**config.mk**
```make
export PLATFORM = sky130hd
export DESIGN_NAME = swfc_ctrl
export DESIGN_NICKNAME = d
export VERILOG_FILES = /design/src/rtl/swfc_pkg.sv /design/src/rtl/swfc_rx_match.sv /design/src/rtl/swfc_tx_insert.sv /design/src/rtl/swfc_ctrl.sv
export SDC_FILE = /design/constraint.sdc
export NUM_CORES = 1
export LEC_CHECK = 0
export BUFFER_PORTS_ARGS = -buffer_cell sky130_fd_sc_hd__buf_4
export CELL_PAD_IN_SITES_DETAIL_PLACEMENT = 1
export CELL_PAD_IN_SITES_GLOBAL_PLACEMENT = 1
export CORE_MARGIN = 2
export CORE_UTILIZATION = 40
export DETAILED_ROUTE_END_ITERATION = 6
export GPL_ROUTABILITY_DRIVEN = 0
export PLACE_DENSITY_LB_ADDON = 0.1
export RECOVER_POWER = 25
export SYNTH_ARGS = -nofsm -noshare
export SYNTH_HDL_FRONTEND = slang
export SYNTH_HIERARCHICAL = 1
export SYNTH_SLANG_ARGS = --single-unit
```
**constraint.sdc**
```tcl
create_clock -name clk -period 2.9 [get_ports clk]
set_clock_uncertainty 0.05 [all_clocks]
set_input_delay 0.58 -clock clk [delete_from_list [all_inputs] [get_ports clk]]
set_output_delay 0.58 -clock clk [all_outputs]
set_load 0.005 [all_outputs]
```
**src/rtl/swfc_pkg.sv**
```systemverilog
package swfc_pkg;
    typedef enum logic [1:0] {
        FC_OFF    = 2'b00,
        FC_SECOND = 2'b01,
        FC_FIRST  = 2'b10,
        FC_BOTH   = 2'b11
    } fc_sel_t;

    typedef enum logic [1:0] {
        RX_IDLE,
        RX_HOLD,
        RX_DRAIN
    } rx_state_t;

    typedef enum logic [1:0] {
        TX_IDLE,
        TX_FIRST,
        TX_SECOND
    } tx_state_t;
endpackage

```
**src/rtl/swfc_rx_match.sv**
```systemverilog
module swfc_rx_match
    import swfc_pkg::*;
#(
    parameter int DW = 8
) (
    input  logic          clk,
    input  logic          rst_n,
    input  fc_sel_t       rx_sel,
    input  logic          spec_on,
    input  logic [DW-1:0] on_a,
    input  logic [DW-1:0] on_b,
    input  logic [DW-1:0] off_a,
    input  logic [DW-1:0] off_b,
    input  logic          in_valid,
    input  logic [DW-1:0] in_byte,
    output logic          out_valid,
    output logic [DW-1:0] out_byte,
    output logic          pause,
    output logic          spec_hit
);
    rx_state_t     state, nxt_state;
    logic [DW-1:0] held, nxt_held, pend, nxt_pend, nxt_byte;
    logic          held_off, nxt_held_off, nxt_valid, nxt_pause;

    always_comb begin
        nxt_state    = state;
        nxt_valid    = 1'b0;
        nxt_byte     = out_byte;
        nxt_pause    = (rx_sel == FC_OFF) ? 1'b0 : pause;
        nxt_held     = held;
        nxt_held_off = held_off;
        nxt_pend     = pend;
        spec_hit     = 1'b0;
        unique case (state)
            RX_IDLE: begin
                if (in_valid) begin
                    unique case (rx_sel)
                        FC_FIRST: begin
                            if (in_byte == off_a)     nxt_pause = 1'b1;
                            else if (in_byte == on_a) nxt_pause = 1'b0;
                            else begin
                                nxt_valid = 1'b1;
                                nxt_byte  = in_byte;
                            end
                        end
                        FC_SECOND: begin
                            if (in_byte == off_b)     nxt_pause = 1'b1;
                            else if (in_byte == on_b) nxt_pause = 1'b0;
                            else begin
                                nxt_valid = 1'b1;
                                nxt_byte  = in_byte;
                            end
                        end
                        FC_BOTH: begin
                            if (in_byte == off_a || in_byte == on_a) begin
                                nxt_held     = in_byte;
                                nxt_held_off = (in_byte == off_a);
                                nxt_state    = RX_HOLD;
                            end else begin
                                nxt_valid = 1'b1;
                                nxt_byte  = in_byte;
                            end
                        end
                        default: begin
                            nxt_valid = 1'b1;
                            nxt_byte  = in_byte;
                            spec_hit  = spec_on && (in_byte == off_b);
                        end
                    endcase
                end
            end
            RX_HOLD: begin
                if (in_valid) begin
                    if (in_byte == (held_off ? off_b : on_b)) begin
                        nxt_pause = held_off;
                        nxt_state = RX_IDLE;
                    end else begin
                        nxt_valid = 1'b1;
                        nxt_byte  = held;
                        if (in_byte == off_a || in_byte == on_a) begin
                            nxt_held     = in_byte;
                            nxt_held_off = (in_byte == off_a);
                        end else begin
                            nxt_pend  = in_byte;
                            nxt_state = RX_DRAIN;
                        end
                    end
                end
            end
            RX_DRAIN: begin
                nxt_valid = 1'b1;
                nxt_byte  = pend;
                nxt_state = RX_IDLE;
            end
            default: nxt_state = RX_IDLE;
        endcase
    end

    always_ff @(posedge clk or negedge rst_n) begin
        if (!rst_n) state <= RX_IDLE;
        else        state <= nxt_state;
    end

    always_ff @(posedge clk or negedge rst_n) begin
        if (!rst_n) begin
            out_valid <= 1'b0;
            out_byte  <= '0;
            pause     <= 1'b0;
            held      <= '0;
            held_off  <= 1'b0;
            pend      <= '0;
        end else begin
            out_valid <= nxt_valid;
            out_byte  <= nxt_byte;
            pause     <= nxt_pause;
            held      <= nxt_held;
            held_off  <= nxt_held_off;
            pend      <= nxt_pend;
        end
    end
endmodule

```
**src/rtl/swfc_tx_insert.sv**
```systemverilog
module swfc_tx_insert
    import swfc_pkg::*;
#(
    parameter int DW = 8,
    parameter int LW = 5
) (
    input  logic          clk,
    input  logic          rst_n,
    input  fc_sel_t       tx_sel,
    input  logic [DW-1:0] on_a,
    input  logic [DW-1:0] on_b,
    input  logic [DW-1:0] off_a,
    input  logic [DW-1:0] off_b,
    input  logic [LW-1:0] level,
    input  logic [LW-1:0] hi_mark,
    input  logic [LW-1:0] lo_mark,
    input  logic          ready,
    output logic          req_valid,
    output logic [DW-1:0] req_byte
);
    tx_state_t state, nxt_state;
    fc_sel_t   cur_sel, nxt_sel;
    logic      send_off, nxt_send_off, stop_out, nxt_stop_out;

    always_comb begin
        nxt_state    = state;
        nxt_sel      = cur_sel;
        nxt_send_off = send_off;
        nxt_stop_out = stop_out;
        unique case (state)
            TX_IDLE: begin
                if (tx_sel == FC_OFF) begin
                    nxt_stop_out = 1'b0;
                end else if (!stop_out && level >= hi_mark) begin
                    nxt_send_off = 1'b1;
                    nxt_stop_out = 1'b1;
                    nxt_sel      = tx_sel;
                    nxt_state    = TX_FIRST;
                end else if (stop_out && level <= lo_mark) begin
                    nxt_send_off = 1'b0;
                    nxt_stop_out = 1'b0;
                    nxt_sel      = tx_sel;
                    nxt_state    = TX_FIRST;
                end
            end
            TX_FIRST: begin
                if (ready) nxt_state = (cur_sel == FC_BOTH) ? TX_SECOND : TX_IDLE;
            end
            TX_SECOND: begin
                if (ready) nxt_state = TX_IDLE;
            end
            default: nxt_state = TX_IDLE;
        endcase
    end

    always_ff @(posedge clk or negedge rst_n) begin
        if (!rst_n) begin
            state    <= TX_IDLE;
            cur_sel  <= FC_OFF;
            send_off <= 1'b0;
            stop_out <= 1'b0;
        end else begin
            state    <= nxt_state;
            cur_sel  <= nxt_sel;
            send_off <= nxt_send_off;
            stop_out <= nxt_stop_out;
        end
    end

    always_comb begin
        req_valid = (state != TX_IDLE);
        unique case (state)
            TX_FIRST:  req_byte = (cur_sel == FC_SECOND) ? (send_off ? off_b : on_b)
                                                         : (send_off ? off_a : on_a);
            TX_SECOND: req_byte = send_off ? off_b : on_b;
            default:   req_byte = '0;
        endcase
    end
endmodule

```
**src/rtl/swfc_ctrl.sv**
```systemverilog
module swfc_ctrl
    import swfc_pkg::*;
#(
    parameter int DW = 8,
    parameter int LW = 5
) (
    input  logic          clk,
    input  logic          rst_n,
    input  logic [3:0]    fc_ctrl,
    input  logic          spec_en,
    input  logic [DW-1:0] on_char_a,
    input  logic [DW-1:0] on_char_b,
    input  logic [DW-1:0] off_char_a,
    input  logic [DW-1:0] off_char_b,
    input  logic          rx_valid,
    input  logic [DW-1:0] rx_data,
    input  logic          spec_clr,
    input  logic [LW-1:0] rx_level,
    input  logic [LW-1:0] level_hi,
    input  logic [LW-1:0] level_lo,
    input  logic          fc_ready,
    output logic          out_valid,
    output logic [DW-1:0] out_data,
    output logic          tx_pause,
    output logic          spec_flag,
    output logic          fc_valid,
    output logic [DW-1:0] fc_data
);
    fc_sel_t rx_sel, tx_sel;
    logic    spec_on, spec_hit;

    assign rx_sel  = fc_sel_t'(fc_ctrl[1:0]);
    assign tx_sel  = fc_sel_t'(fc_ctrl[3:2]);
    assign spec_on = spec_en && (fc_ctrl == 4'b0000);

    swfc_rx_match #(.DW(DW)) i_rx (
        .clk(clk), .rst_n(rst_n), .rx_sel(rx_sel), .spec_on(spec_on),
        .on_a(on_char_a), .on_b(on_char_b), .off_a(off_char_a), .off_b(off_char_b),
        .in_valid(rx_valid), .in_byte(rx_data),
        .out_valid(out_valid), .out_byte(out_data), .pause(tx_pause), .spec_hit(spec_hit)
    );

    swfc_tx_insert #(.DW(DW), .LW(LW)) i_tx (
        .clk(clk), .rst_n(rst_n), .tx_sel(tx_sel),
        .on_a(on_char_a), .on_b(on_char_b), .off_a(off_char_a), .off_b(off_char_b),
        .level(rx_level), .hi_mark(level_hi), .lo_mark(level_lo),
        .ready(fc_ready), .req_valid(fc_valid), .req_byte(fc_data)
    );

    always_ff @(posedge clk or negedge rst_n) begin
        if (!rst_n)        spec_flag <= 1'b0;
        else if (spec_hit) spec_flag <= 1'b1;
        else if (spec_clr) spec_flag <= 1'b0;
    end
endmodule

```
==> flow_summary_export.csv <==
group,metric,value,unit
yosys,synth.cell_area,3120,um^2
critical_path,timing.rr.end,"i_rx/out_byte[0]$_DFFE_PN0P_",
critical_path,path_max_fanout,8,
status,failed_checks,"max-capacitance violations, max-slew violations",
detailed_routing,drc,0,
floorplanning,rows,32,
sta,finalSetupViolCount,0,
critical_path,critPathArrivalTime,1940,ps
yosys,syn-num-nets,412,
sta,fin_ws,332,ps
clock_tree,root_buffer,"clkbuf_8",
placed_design,port-buffer-count,84,
floorplanning,core_area,7650,um^2
yosys,synth-edff-count,0,
clock_tree,cts_max_level,2,
sta,finalHoldViolCount,0,
power_and_ir_drop,peakVddDrop,0.229,mV
cells_and_area,fillCellCount,907,
floorplanning,die_height,92.3,um
critical_path,start_kind,"register",
global_route,grt_pass1_vias,2816,
min_path,holdPathStages,1,
detailed_routing,via_count,2705,
critical_path,reg2reg_slack,460,ps
floorplanning,die_w,92.3,um
critical_path,worstSetupPathType,"register to primary output",
clock_tree,clockBufferDepth,2,
detailed_routing,drt_iter0_drc,90,
placed_design,dp_slack,191,ps
clock_tree,cts_tree,"done",
yosys,yosysMostFrequentCell,"dfrtp_1",
critical_path,crit_path_max_incr_delay,450,ps
sta,final.setup.tns,0,ps
cells_and_area,final_util,50.6,%
yosys,syn_inst,325,
sta,finalMaxSlewViolations,37,
min_path,hold_start,"spec_flag$_DFFE_PN0P_",
yosys,synth_cell_types,51,
status,status,"complete, but fails checks",
clock_tree,post-cts-setup-buffer-count,0,
yosys,yosys_warnings,6,
power_and_ir_drop,total_power,2480,uW
global_route,grt_pass1_wl,14200,um
power_and_ir_drop,leakagePower,0.00186,uW
floorplanning,boundaryPins,85,
global_route,grt_max_degree,37,
critical_path,critical-path-slowest-cell,"a31oi_2",
clock_tree,cts_hold_buf,0,
yosys,synthTopCellsByArea,"dfrtp_1 (29%), ha_1 (8.8%), xnor2_1 (7.9%)",
yosys,yosys-top-cells-count,"dfrtp_1 (36), xnor2_1 (28), nor2_1 (24)",
yosys,avgSynthCellArea,9.60,um^2
yosys,seq_area_frac_synth,28.9,%
yosys,synth-seq-cells,36,
clock_tree,clk_latency,290,ps
clock_tree,cts_buffers,5,
critical_path,reg2reg_from,"i_rx/state[1]$_DFFE_PN0P_",
sta,tightest_slew,2100,ps
cells_and_area,diodes,0,
detailed_routing,wl,8700,um
floorplanning,start_util,40.8,%
sta,max_freq,389,MHz
critical_path,crit_required,2270,ps
yosys,async_flop_share,100,%
global_route,grt-ovfl-total,0,
flow_run,max_cap_viol_count,1,
min_path,hp-class,"register to register",
sta,period_needed,2570,ps
detailed_routing,vias_per_cell,5.40,
sta,period_share,88.6,%
sta,rsz0062_at_grt,"no",
cells_and_area,seqCellArea,901,um^2
critical_path,end_kind,"primary output",
power_and_ir_drop,power.density,640,nW/um^2
placed_design,place_hpwl,6960,um
sta,maxSlewHeadroom,-40.3,%
critical_path,reg2reg_depth,7,
global_route,antenna_found_initial,0,
cells_and_area,drive_gt1_share,33.3,%
cells_and_area,multi_input_area,2030,um^2
clock_tree,cts_resized,0,
min_path,worstHoldEndpoint,"spec_flag$_DFFE_PN0P_",
detailed_routing,firstDrtPassIters,4,
yosys,synth_top_area_share,28.9,%
clock_tree,path_clk_slew,70,ps
yosys,yosys.area.top_type,"dfrtp_1",
critical_path,crit_chain,"inv_1, ha_1, a31oi_2, o22ai_1, and2_1, buf_4",
clock_tree,cts_sinks,36,
detailed_routing,drt.antenna.violating_nets,0,
cells_and_area,fin_nets,485,
detailed_routing,wl_per_cell,17.4,um
cells_and_area,syn2layout_area_growth,23.9,%
floorplanning,dieArea,8520,um^2
yosys,ys.flop_type,"dfrtp_1",
global_route,track_usage,21.2,%
-- how the worst max path moves through the flow --
stage / start / endpoint / slack, ps
finish: i_tx/state[1]$_DFFE_PN0P_ / fc_data[2] / 330
global route: i_tx/state[1]$_DFFE_PN0P_ / fc_data[0] / 220
CTS: i_tx/state[1]$_DFFE_PN0P_ / fc_data[2] / 350
detailed placement: rx_data[7] / i_rx/pend[5]$_DFFE_PN0P_ / 190
global placement: rx_data[3] / i_rx/out_byte[3]$_DFFE_PN0P_ / 300
floorplan: rx_data[6] / i_rx/pend[0]$_DFFE_PN0P_ / 590
-- where the power goes --
part           internal [uW]  leakage [uW]  total (uW)  switching, uW
sequential               648      0.000464         744           96.1
combinational            679       0.00135        1340            665
clock                    190     0.0000510         388            198
total                   1520       0.00186        2480            960
-- critical path, delay by kind of cell (launching register included) --
family	cells	cell delay, ps
AND/OR/NAND/NOR	1	220
AO/OA/AOI/OAI	2	600
adder cells (fa/ha/maj)	1	230
flip-flops	1	370
buffers and inverters	2	210
-- per-layer routing --
| layer | vias up | track usage [%] | part of all wire (%) |
|---|---|---|---|
| met2 | 75 | 35.5 | 48 |
| met4 | 0 | 4.48 | 1.0 |
| li1 | 1297 | - | - |
| met1 | 1325 | 28.5 | 46 |
| met3 | 8 | 3.99 | 4.5 |
| met5 | - | 0 | 0 |
-- logic make-up after synthesis --
logic type | synth area share (%)
AND/OR/NAND/NOR | 14.8
AO/OA/AOI/OAI | 13.0
multiplexers | 18.3
buffers and inverters | 6.09
XOR/XNOR | 10.1
flip-flops | 28.9
adder cells (fa/ha/maj) | 8.82
-- cell type report --
cell class	instances	share of cell area, %
Multi-Input combinational cell	248	52.5
Tap cell	102	3.30
Clock inverter	2	0.259
Clock buffer	6	2.14
Sequential cell	36	23.3
Inverter	22	2.14
Timing Repair Buffer	85	16.4
-- sequential cells by signal, summed over array words and instances (netlist names), 2 cells and up --
name,cells
i_tx/state,2
i_rx/out_byte,8
i_rx/held,8
i_tx/cur_sel,2
i_rx/state,2
i_rx/pend,8
-- layout by cell type (no fill, tap or decap), types with 7 or more instances in the layout --
master	Yosys	final
a21oi_1	16	16
o22ai_1	9	9
a22oi_1	8	8
nand2_1	9	9
nand4_1	7	7
mux2_4	10	10
inv_1	21	21
nor2_1	24	24
xor2_1	8	8
mux2_2	17	17
mux2i_1	23	23
xnor2_1	28	28
dfrtp_1	36	36
ha_1	22	22
buf_4	3	84
and2_1	11	11
-- per-stage QoR --
step | hold WS, ps | instance area [um^2] | instances
6_report | 442 | 3870 | 501
3_5_place_dp | 425 | 3780 | 493
3_3_place_gp | 414 | 3780 | 493
4_1_cts | 212 | 3870 | 501
2_1_floorplan | 234 | 3120 | 325
5_1_grt | 469 | 3870 | 501
Power figures use the tool's default switching activity.
